**config.mk**
```make
export PLATFORM = sky130hd
export DESIGN_NAME = hbi_interp
export DESIGN_NICKNAME = d
export VERILOG_FILES = /design/src/rtl/hbi_pkg.sv /design/src/rtl/hbi_rndsat.sv /design/src/rtl/hbi_stage.sv /design/src/rtl/hbi_interp.sv
export SDC_FILE = /design/constraint.sdc
export NUM_CORES = 2
export LEC_CHECK = 0
export BUFFER_PORTS_ARGS = -buffer_cell sky130_fd_sc_hd__buf_4
export CAP_MARGIN = 20
export CORE_MARGIN = 1.5
export CORE_UTILIZATION = 35
export CTS_BUF_LIST = sky130_fd_sc_hd__clkbuf_16
export DETAILED_ROUTE_END_ITERATION = 6
export PLACE_DENSITY = 0.47
export SETUP_SLACK_MARGIN = 0.05
export SLEW_MARGIN = 20
export SYNTH_ARGS = -nofsm -noshare
export SYNTH_HDL_FRONTEND = slang
export SYNTH_SLANG_ARGS = --single-unit
export TNS_END_PERCENT = 20
```
**constraint.sdc**
```tcl
create_clock -name clk -period 14.2 [get_ports clk]
set_input_delay 2.84 -clock clk [delete_from_list [all_inputs] [get_ports clk]]
set_output_delay 2.84 -clock clk [all_outputs]
set_load 0.02 [all_outputs]
```
**src/rtl/hbi_pkg.sv**
```systemverilog
package hbi_pkg;

  typedef enum logic [1:0] {
    RATE_X4  = 2'b00,
    RATE_X2  = 2'b01,
    RATE_X1  = 2'b10,
    RATE_RSV = 2'b11
  } rate_e;

  // Odd-phase pair weights, Q15, each set sums to 16384 (unity gain).
  function automatic int hb_coef(input int stg, input int k);
    int c;
    c = 0;
    if (stg == 0) begin
      case (k)
        0: c = 20763;
        1: c = -6669;
        2: c = 3709;
        3: c = -2348;
        4: c = 1546;
        5: c = -1014;
        6: c = 639;
        7: c = -376;
        8: c = 195;
        9: c = -79;
        10: c = 18;
        default: c = 0;
      endcase
    end else begin
      case (k)
        0: c = 19200;
        1: c = -3200;
        2: c = 384;
        default: c = 0;
      endcase
    end
    return c;
  endfunction

endpackage

```
**src/rtl/hbi_rndsat.sv**
```systemverilog
module hbi_rndsat #(
  parameter int IW   = 34,
  parameter int DW   = 12,
  parameter int FRAC = 15
) (
  input  logic signed [IW-1:0] acc_i,
  output logic signed [DW-1:0] q_o
);
  localparam int QW   = IW - FRAC + 1;
  localparam int MAXI = 2**(DW-1) - 1;
  localparam logic signed [IW:0] HALF = {{(IW-FRAC+1){1'b0}}, 1'b1, {(FRAC-1){1'b0}}};
  localparam logic signed [QW-1:0] QMAX = QW'(MAXI);
  localparam logic signed [QW-1:0] QMIN = QW'(-MAXI - 1);

  logic signed [IW:0]   rnd;
  logic signed [QW-1:0] q;

  always_comb begin
    rnd = {acc_i[IW-1], acc_i} + HALF;
    q   = rnd[IW:FRAC];
    if (q > QMAX)      q_o = {1'b0, {(DW-1){1'b1}}};
    else if (q < QMIN) q_o = {1'b1, {(DW-1){1'b0}}};
    else               q_o = q[DW-1:0];
  end
endmodule

```
**src/rtl/hbi_stage.sv**
```systemverilog
module hbi_stage
  import hbi_pkg::*;
#(
  parameter int DW   = 12,
  parameter int K    = 11,
  parameter int STG  = 0,
  parameter int CW   = 16,
  parameter int FRAC = 15
) (
  input  logic                 clk,
  input  logic                 rst_n,
  input  logic                 flush,
  input  logic                 s_ce,
  input  logic                 p_ce,
  input  logic signed [DW-1:0] s_din,
  output logic signed [DW-1:0] y,
  output logic                 y_vld
);
  localparam int TAPS = 2 * K;
  localparam int AW   = DW + 1 + CW + $clog2(K) + 1;
  localparam int CNTW = $clog2(K + 2);
  localparam logic [CNTW-1:0] FULL = CNTW'(K + 1);

  logic signed [DW-1:0] dly_q [TAPS];
  logic signed [DW-1:0] dly_n [TAPS];
  logic [CNTW-1:0]      cnt_q, cnt_n;
  logic                 ld_q, ld_n;
  logic signed [DW-1:0] y_q, y_n;
  logic                 v_q, v_n;

  logic signed [DW:0]   pair [K];
  logic signed [AW-1:0] prod [K];
  logic signed [AW-1:0] acc;
  logic signed [DW-1:0] odd_s;

  generate
    for (genvar g = 0; g < K; g++) begin : g_tap
      localparam logic signed [CW-1:0] COEF = CW'(hb_coef(STG, g));
      assign pair[g] = (DW+1)'(dly_q[K-1-g]) + (DW+1)'(dly_q[K+g]);
      assign prod[g] = AW'(pair[g]) * AW'(COEF);
    end
  endgenerate

  always_comb begin
    acc = '0;
    for (int k = 0; k < K; k++) acc = acc + prod[k];
  end

  hbi_rndsat #(.IW(AW), .DW(DW), .FRAC(FRAC)) u_rndsat (
    .acc_i (acc),
    .q_o   (odd_s)
  );

  always_comb begin
    dly_n = dly_q;
    cnt_n = cnt_q;
    ld_n  = 1'b0;
    y_n   = y_q;
    v_n   = 1'b0;
    if (flush) begin
      for (int i = 0; i < TAPS; i++) dly_n[i] = '0;
      cnt_n = '0;
      y_n   = '0;
    end else begin
      if (s_ce) begin
        dly_n[0] = s_din;
        for (int i = 1; i < TAPS; i++) dly_n[i] = dly_q[i-1];
        if (cnt_q != FULL) cnt_n = cnt_q + 1'b1;
        ld_n = 1'b1;
      end
      if (ld_q && (cnt_q == FULL)) begin
        y_n = dly_q[K];
        v_n = 1'b1;
      end else if (p_ce && (cnt_q == FULL)) begin
        y_n = odd_s;
        v_n = 1'b1;
      end
    end
  end

  always_ff @(posedge clk or negedge rst_n) begin
    if (!rst_n) begin
      for (int i = 0; i < TAPS; i++) dly_q[i] <= '0;
      cnt_q <= '0;
      ld_q  <= 1'b0;
      y_q   <= '0;
      v_q   <= 1'b0;
    end else begin
      dly_q <= dly_n;
      cnt_q <= cnt_n;
      ld_q  <= ld_n;
      y_q   <= y_n;
      v_q   <= v_n;
    end
  end

  assign y     = y_q;
  assign y_vld = v_q;
endmodule

```
**src/rtl/hbi_interp.sv**
```systemverilog
module hbi_interp
  import hbi_pkg::*;
#(
  parameter int DW   = 12,
  parameter int K1   = 11,
  parameter int K2   = 3,
  parameter int CW   = 16,
  parameter int FRAC = 15
) (
  input  logic                 clk,
  input  logic                 rst_n,
  input  logic [1:0]           rate_sel,
  input  logic                 in_ce,
  input  logic signed [DW-1:0] in_data,
  output logic signed [DW-1:0] out_data,
  output logic                 out_valid
);
  rate_e mode_q;
  logic  flush;

  logic [2:0] ce_q, ce_n;
  logic [1:0] s2ce_q, s2ce_n;
  logic       s1_sce, s1_pce, s2_sce, s2_pce;

  logic signed [DW-1:0] s1_y, s2_y;
  logic                 s1_v, s2_v;

  logic signed [DW-1:0] byp_q, byp_n;
  logic                 bv_q, bv_n;

  logic signed [DW-1:0] sel_d, od_q, od_n;
  logic                 sel_v, ov_q, ov_n;

  assign flush  = (rate_sel != mode_q);
  assign s1_sce = in_ce && !flush && ((mode_q == RATE_X2) || (mode_q == RATE_X4));
  assign s1_pce = (mode_q == RATE_X4) ? ce_q[2] : ce_q[1];
  assign s2_sce = s1_v && !flush && (mode_q == RATE_X4);
  assign s2_pce = s2ce_q[1];

  hbi_stage #(.DW(DW), .K(K1), .STG(0), .CW(CW), .FRAC(FRAC)) u_stage1 (
    .clk   (clk),
    .rst_n (rst_n),
    .flush (flush),
    .s_ce  (s1_sce),
    .p_ce  (s1_pce),
    .s_din (in_data),
    .y     (s1_y),
    .y_vld (s1_v)
  );

  hbi_stage #(.DW(DW), .K(K2), .STG(1), .CW(CW), .FRAC(FRAC)) u_stage2 (
    .clk   (clk),
    .rst_n (rst_n),
    .flush (flush),
    .s_ce  (s2_sce),
    .p_ce  (s2_pce),
    .s_din (s1_y),
    .y     (s2_y),
    .y_vld (s2_v)
  );

  always_comb begin
    ce_n   = flush ? '0 : {ce_q[1:0], s1_sce};
    s2ce_n = flush ? '0 : {s2ce_q[0], s2_sce};
    bv_n   = in_ce && !flush && (mode_q == RATE_X1);
    byp_n  = bv_n ? in_data : byp_q;
  end

  always_comb begin
    case (mode_q)
      RATE_X4: begin sel_d = s2_y;  sel_v = s2_v; end
      RATE_X2: begin sel_d = s1_y;  sel_v = s1_v; end
      RATE_X1: begin sel_d = byp_q; sel_v = bv_q; end
      default: begin sel_d = '0;    sel_v = 1'b0; end
    endcase
    ov_n = sel_v && !flush;
    od_n = ov_n ? sel_d : od_q;
  end

  always_ff @(posedge clk or negedge rst_n) begin
    if (!rst_n) begin
      mode_q <= RATE_X4;
      ce_q   <= '0;
      s2ce_q <= '0;
      byp_q  <= '0;
      bv_q   <= 1'b0;
      od_q   <= '0;
      ov_q   <= 1'b0;
    end else begin
      mode_q <= rate_e'(rate_sel);
      ce_q   <= ce_n;
      s2ce_q <= s2ce_n;
      byp_q  <= byp_n;
      bv_q   <= bv_n;
      od_q   <= od_n;
      ov_q   <= ov_n;
    end
  end

  assign out_data  = od_q;
  assign out_valid = ov_q;
endmodule

```
After elaboration in Yosys (flattened, before gate mapping). Index checks and enable logic that the tools add are counted.

Multiplexer cells: 35. Eq/ne operators: 7. $lt $le $gt $ge: 4. Reductions and logical operators: 21. Multiply operators: 14. $add $sub $neg: 30.

Operators by type and width (count): 2-to-1 mux 264 bit (2); adder 34 bit (9); adder 12 x 12 -> 13 bit (14); 2-to-1 mux 72 bit (2); 2-to-1 mux 12 bit (10); multiplier 13 x 11 -> 24 bit, second input constant (3); multiplier 13 x 8 -> 21 bit, second input constant (2); case mux 12 bit (3 select lines) (1); adder 34 x 16 -> 35 bit, second input constant (1); adder 34 x 19 -> 34 bit (1); adder 32 x 16 -> 33 bit, second input constant (1); adder 32 x 23 -> 32 bit (1); adder 32 bit (1); multiplier 13 x 16 -> 29 bit, second input constant (1); multiplier 13 x 14 -> 27 bit, second input constant (1); multiplier 13 x 13 -> 26 bit, second input constant (1); multiplier 13 x 10 -> 23 bit, second input constant (1); multiplier 13 x 9 -> 22 bit, second input constant (1); > comparator 20 x 12 -> 1 bit, second input constant (1); less-than comparator 20 x 12 -> 1 bit, second input constant (1); multiplier 13 x 7 -> 20 bit, second input constant (1); multiplier 13 x 6 -> 19 bit, second input constant (1); > comparator 18 x 12 -> 1 bit, second input constant (1); less-than comparator 18 x 12 -> 1 bit, second input constant (1); 23 further kinds (52).

Register bits after elaboration: 404. Word-level logic and storage cells: 154. Bits of input ports: 17. Output and inout port bits: 13.

Depth between registers and ports, before layout.
Depth in word-level cells: 19. Depth in mapped cells: 56. Mapped depth without buffers: 54.

By module. A second synthesis with hierarchy kept.

Cell total of the unflattened synthesis: 6753. Area total of the unflattened synthesis: 66010.8 sq um.

By module, submodules not included: hbi_stage at u_stage1 (area each 51994.9 sq um, instances 1, seq. area each 7056.8 sq um, cells an instance 5208); hbi_stage at u_stage2 (area each 11198.2 sq um, instances 1, seq. area each 2227.1 sq um, cells an instance 1241); hbi_interp (area each 1574.0 sq um, instances 1, seq. area each 825.8 sq um, cells an instance 123); hbi_rndsat at u_stage1.u_rndsat (area each 719.4 sq um, instances 1, seq. area each 0.0 sq um, cells an instance 104); hbi_rndsat at u_stage2.u_rndsat (area each 524.3 sq um, instances 1, seq. area each 0.0 sq um, cells an instance 77).

Least setup slack after synthesis. No wires, ideal clock.

Path type: register to register. From: reg u_stage1.dly_q[48] (netlist bit). To: reg u_stage1.y_q[10], in the netlist u_stage1.y[10]. Setup time: 140 ps. Stages on the path, launching flop included: 50. Setup slack: 1274 ps. Data arrival time: 12785 ps. Required time: 14060 ps. Cells stage by stage: dfrtp_1 ha_1 inv_1 fa_1 nor2b_1 o21ai_0 a21boi_0 o21ai_0 a21boi_0 o21ai_0 a21boi_0 o21a_1 o21a_1 inv_1 ha_1 xnor2_1 fa_1 fa_1 [14 not listed] fa_1 fa_1 fa_1 inv_1 ha_1 clkbuf_1 nand2_1 a21oi_1 a21o_1 mux2i_1 o31ai_1 a211oi_1 nand3_1 nor4_1 o211ai_1 a21o_1 nand2_2 o221ai_1.

Longest elaborated chain between the ends: 14. Elaborated cells on any way between the ends: 15.

RTL lines: start: declaration (RTL line hbi_stage.sv:24) `logic signed [DW-1:0] dly_q [TAPS];`; start signal: assignment (RTL line hbi_stage.sv:89) `dly_q <= dly_n;`; adder 12 x 12 -> 13 bit * (RTL line hbi_stage.sv:39) `assign pair[g] = (DW+1)'(dly_q[K-1-g]) + (DW+1)'(dly_q[K+g]);`; multiplier 13 x 11 -> 24 bit * (RTL line hbi_stage.sv:40) `assign prod[g] = AW'(pair[g]) * AW'(COEF);`; adder 34 bit * (4 in series) (RTL line hbi_stage.sv:46) `for (int k = 0; k < K; k++) acc = acc + prod[k];`; adder 34 x 19 -> 34 bit * (RTL line hbi_stage.sv:46); adder 34 x 16 -> 35 bit * (RTL line hbi_rndsat.sv:19) `rnd = {acc_i[IW-1], acc_i} + HALF;`; less-than comparator 20 x 12 -> 1 bit (RTL line hbi_rndsat.sv:22) `else if (q < QMIN) q_o = {1'b1, {(DW-1){1'b0}}};`; 2-to-1 mux 12 bit (RTL line hbi_rndsat.sv:22); 2-to-1 mux 12 bit * (RTL line hbi_rndsat.sv:21) `if (q > QMAX) q_o = {1'b0, {(DW-1){1'b1}}};`; 2-to-1 mux 12 bit * (RTL line hbi_stage.sv:74) `end else if (p_ce && (cnt_q == FULL)) begin`; 2-to-1 mux 12 bit * (RTL line hbi_stage.sv:71) `if (ld_q && (cnt_q == FULL)) begin`; 2-to-1 mux 12 bit * (RTL line hbi_stage.sv:60) `if (flush) begin`; end signal: assignment (RTL line hbi_stage.sv:92) `y_q <= y_n;`; end: declaration (RTL line hbi_stage.sv:28) `logic signed [DW-1:0] y_q, y_n;`.

Every way passes the cells marked *; elsewhere a longest branch is shown, timed or not. The select of a mux whose other input is x is not followed. A chain may end at the register's enable or synchronous reset.

Worst setup path in the final report.
From: reg u_stage1.dly_q[49] (netlist bit). To: reg u_stage1.y_q[10], in the netlist u_stage1.y[10].

The elaborated chain is that of the path after synthesis.

==> PnR_summary.wiki <==
{| class="wikitable"
! Metric !! Value
|-
| Run status || finished, violations left
|-
| Violated checks || DRC
|-
| HPWL after DPL || about 150000 µm
|-
| Area share of xor/xnor cells in the synthesized design || 0.0666
|-
| Count of max-cap constraint violations || 0
|-
| Inserted Clock Buffers || just over 50
|-
| # setup viols final || 0
|-
| Horizontal extent of the die || between 400 and 500 µm
|-
| Comb power frac || 0.186
|-
| Setup repair after global routing missed its margin || false
|-
| Hold bufs inserted after CTS || 0
|-
| Leading cell type in the layout, fill and taps excluded || inv_1
|-
| Worst VDD drop || 0.0830 mV
|-
| Weighted congestion reported at the end of routability-driven placement || just under 0.9
|-
| Top delay family on crit path || adder cells
|-
| Critical Path AT || roughly 14 ns
|-
| Pwr/cell area || between 40 and 50 nW/µm²
|-
| Worst-margin pin slew || about 1.1 ns
|-
| Number of H-tree levels || 2
|-
| Via count || about 45000
|-
| TritonCTS clock tree || yes
|-
| Simple-gate share of the synthesized area || 0.103
|-
| Category of the worst setup path capture point || register
|-
| P_sw || 0.986 mW
|-
| Via count of the first global-routing pass || 46515
|-
| Count of warnings emitted by yosys || 0
|-
| Critical register-to-register path startpoint || u_stage1.dly_q[49]
|-
| Commonest cells after routing, fill and taps aside || inv_1 (1390), ha_1 (1086), nand2_1 (822)
|-
| Initial antenna violation count || 4
|-
| Complex-gate fraction of the synthesized area || 0.121
|-
| CP dominant cell by count || fa_1
|-
| Post-Syn Instances || just under 7000
|-
| First-pass GRT wire length || 278000 µm
|-
| Maximum fanout count along the critical path || 7
|-
| Relative area change from synthesis to final layout || 7.74%
|-
| Via/cell ratio || 4.85
|-
| Post-route ant nets || 0
|-
| Worst relative slew slack || 0.284
|-
| DRC viols || 10
|-
| Deepest clock path buffer count || 3
|-
| Primary FF master, synth || dfrtp_1
|-
| Final global-route overflow total || 0
|-
| Share of Yosys cell area claimed by the top area cell type || 0.228
|-
| Effective utilization at floorplan || 0.353
|-
| Library cell contributing the largest single delay on the critical path || fa_1
|-
| Fraction of final layout cells with drive strength greater than 1 || 0.0408
|-
| Critical Path Start || u_stage1.dly_q[49]
|-
| Synthesized net count || between 8000 and 9000
|-
| Worst min path class || register to register
|-
| Portion of netlist area occupied by mux cells || 0.00818
|-
| Sequential power share || 0.381
|-
| Required time of the critical path || roughly 15 ns
|-
| Clock-pin slew on the worst setup and hold paths || about 0.060 ns
|-
| Internal power || about 2.1 mW
|-
| Reg2reg end || u_stage1.y[10]
|-
| Hold violation total from the final report || 0
|-
| Drt first pass iters || 7
|-
| Period utilization || 0.943
|-
| Clk_lat worst skew || 0.69 ns
|-
| Synthesis-stage register bit count || approximately 400
|-
| Longest individual stage delay on the worst path || about 0.56 ns
|-
| Number of pins with negative max-slew slack in the final report || 0
|-
| Largest family of logic cells by synthesized area || adder cells
|-
| Adder and majority gate portion of the synthesized area || 0.447
|-
| Core region area || ~180000 µm²
|-
| Worst Setup Slack post-DPL || 0.104 ns
|-
| Switching part of the total || 0.317
|-
| Post-Route Setup TNS || 0 ns
|-
| Post-synthesis area per instance || around 9.0 µm²
|-
| Cell Rows || ~150
|-
| Last element of the critical path || u_stage1.y[10]
|-
| Die Footprint || 180000 µm²
|-
| Clock period minus worst slack || ~13 ns
|-
| Detailed-route wire length per cell || between 15 and 20 µm
|-
| Critical path class || register to register
|-
| Yosys top cell by area || fa_1
|-
| Die boundary height || 425 µm
|-
| Skew final || between 0.05 and 0.06 ns
|-
| Post-route worst setup slack || ~0.8 ns
|-
| Syn Std Cell Area || 62200 µm²
|-
| Port bufs || 29
|-
| Number of cells on the critical path || 48
|-
| Seq/Total Area, Yosys || 0.162
|-
| Standby leakage power || between 30 and 40 nW
|-
| Portion of total power attributed to the clock network || 0.433
|-
| Register-to-Register Path Depth || between 40 and 50
|-
| Post-synthesis async set-or-reset flop share || 1.00
|-
| Clock root buffer master || clkbuf_16
|-
| Highest Clock Rate || approximately 75 MHz
|-
| Clock Sink Count || around 400
|-
| Worst reg2reg setup slack || around 0.81 ns
|-
| Pin count of the biggest net entering global routing || 142
|-
| Most area-consuming cells after synthesis || fa_1 (23%), ha_1 (22%), dfrtp_1 (16%), inv_1 (8.3%), xnor2_1 (5.2%)
|-
| Iteration-0 DRC count of the detailed router || ~2300
|-
| Number of distinct library cell variants in the gate-level netlist after synthesis || 99
|-
| Total wirelength of the detailed-routed design || roughly 180000 µm
|-
| Buf+Inv Stages, Crit Path || 8
|-
| Startpoint type of the worst setup path || register
|-
| Top-Level Pins || 30
|-
| Number of nets in the finished design || approximately 8700
|-
| Number of enable-type register cells in the synthesized netlist || 0
|-
| GR Util All Layers || 0.200
|}
-- sequential cells by signal (all words and copies together), names as in the netlist --
name            cells
out_valid           1
u_stage1.cnt_q      4
bv_q                1
u_stage2.cnt_q      3
u_stage2.y_vld      1
u_stage1.dly_q    264
byp_q              12
u_stage2.dly_q     72
ce_q                3
u_stage1.y_vld      1
u_stage1.y         12
u_stage2.y         12
out_data           12
mode_q              2
s2ce_q              2
-- worst min-delay path by stage --
stage	startpoint	endpoint	cells past startpoint
after global routing	u_stage2.dly_q[47]	u_stage2.dly_q[35]	2
after detailed placement	u_stage2.y[5]	u_stage2.y[5]	2
after global placement	ce_q[1]	ce_q[2]	1
after CTS	u_stage2.dly_q[47]	u_stage2.dly_q[35]	2
final	u_stage2.dly_q[47]	u_stage2.dly_q[35]	2
after floorplan	u_stage2.y[0]	u_stage2.y[0]	2
-- tightest hold or removal path: stages, from the launching register on --
cell	delay (ns)
dfrtp_1	0.37
nand2_1	0.05
o21ai_0	0.06
-- stage by stage --
step	hold slack (ns)	power (mW)	cell area, µm²	instances	util
6_report	0.463	3.11	67100	9286	0.380
5_1_grt	0.523	3.28	67100	9285	0.380
4_1_cts	0.465	3.16	66900	9277	0.379
3_5_place_dp	0.480	1.79	65200	9182	0.370
3_3_place_gp	0.481	1.79	65200	9182	0.370
2_1_floorplan	0.456	1.60	62200	6927	-
-- logic make-up (layout without fill, tap and decap cells) --
kind of cell	count (synthesis)	in the layout
AO/OA/AOI/OAI	1232	1232
XOR/XNOR	471	471
adder cells (fa/ha/maj)	1796	1796
buffers and inverters	1540	1557
flip-flops	402	402
multiplexers	48	48
other	1	3
AND/OR/NAND/NOR	1437	1437
-- power groups by stage --
stage / registers, mW / logic, mW / clock network, mW
after floorplan: 1.20 / 0.406 / 0
after global placement: 1.21 / 0.578 / 0
after detailed placement: 1.21 / 0.579 / 0
after CTS: 1.19 / 0.583 / 1.39
after global routing: 1.19 / 0.651 / 1.44
final: 1.19 / 0.579 / 1.35
-- synth_stat cells (70+ instances only) --
master and number:
a21oi_1 548, clkbuf_1 143, dfrtp_1 402, fa_1 710
ha_1 1086, inv_1 1382, nand2_1 823, nor2_1 211
nor3_1 70, o21ai_0 265, o21bai_1 83, xnor2_1 371
xor2_1 97
-- cell type report --
cell class                      instances  area, µm²
Tap cell                             2340       2930
Fill cell                           18075     109000
Clock buffer                           51       1280
Clock inverter                         44        433
Sequential cell                       402      10100
Timing Repair Buffer                   80        633
Inverter                             1382       5190
Antenna cell                            2       5.00
Multi-Input combinational cell       4985      46500
-- metal layers --
metal  part of all wire  vias up  GRT usage  wire [µm]
li1                   -    22250          -          -
met1               0.50    22209      0.293      88300
met2               0.46      471      0.323      81200
met3              0.025      117     0.0160       4490
met4              0.016        2     0.0334       2840
met5             0.0010        -          0        178
-- what timing repair did --
action | 4_1_cts | 5_1_grt
endpoints found under the setup margin | 0 | 12
resized for setup | 0 | 30
buffers inserted | 0 | 7
Power figures use the tool's default switching activity.
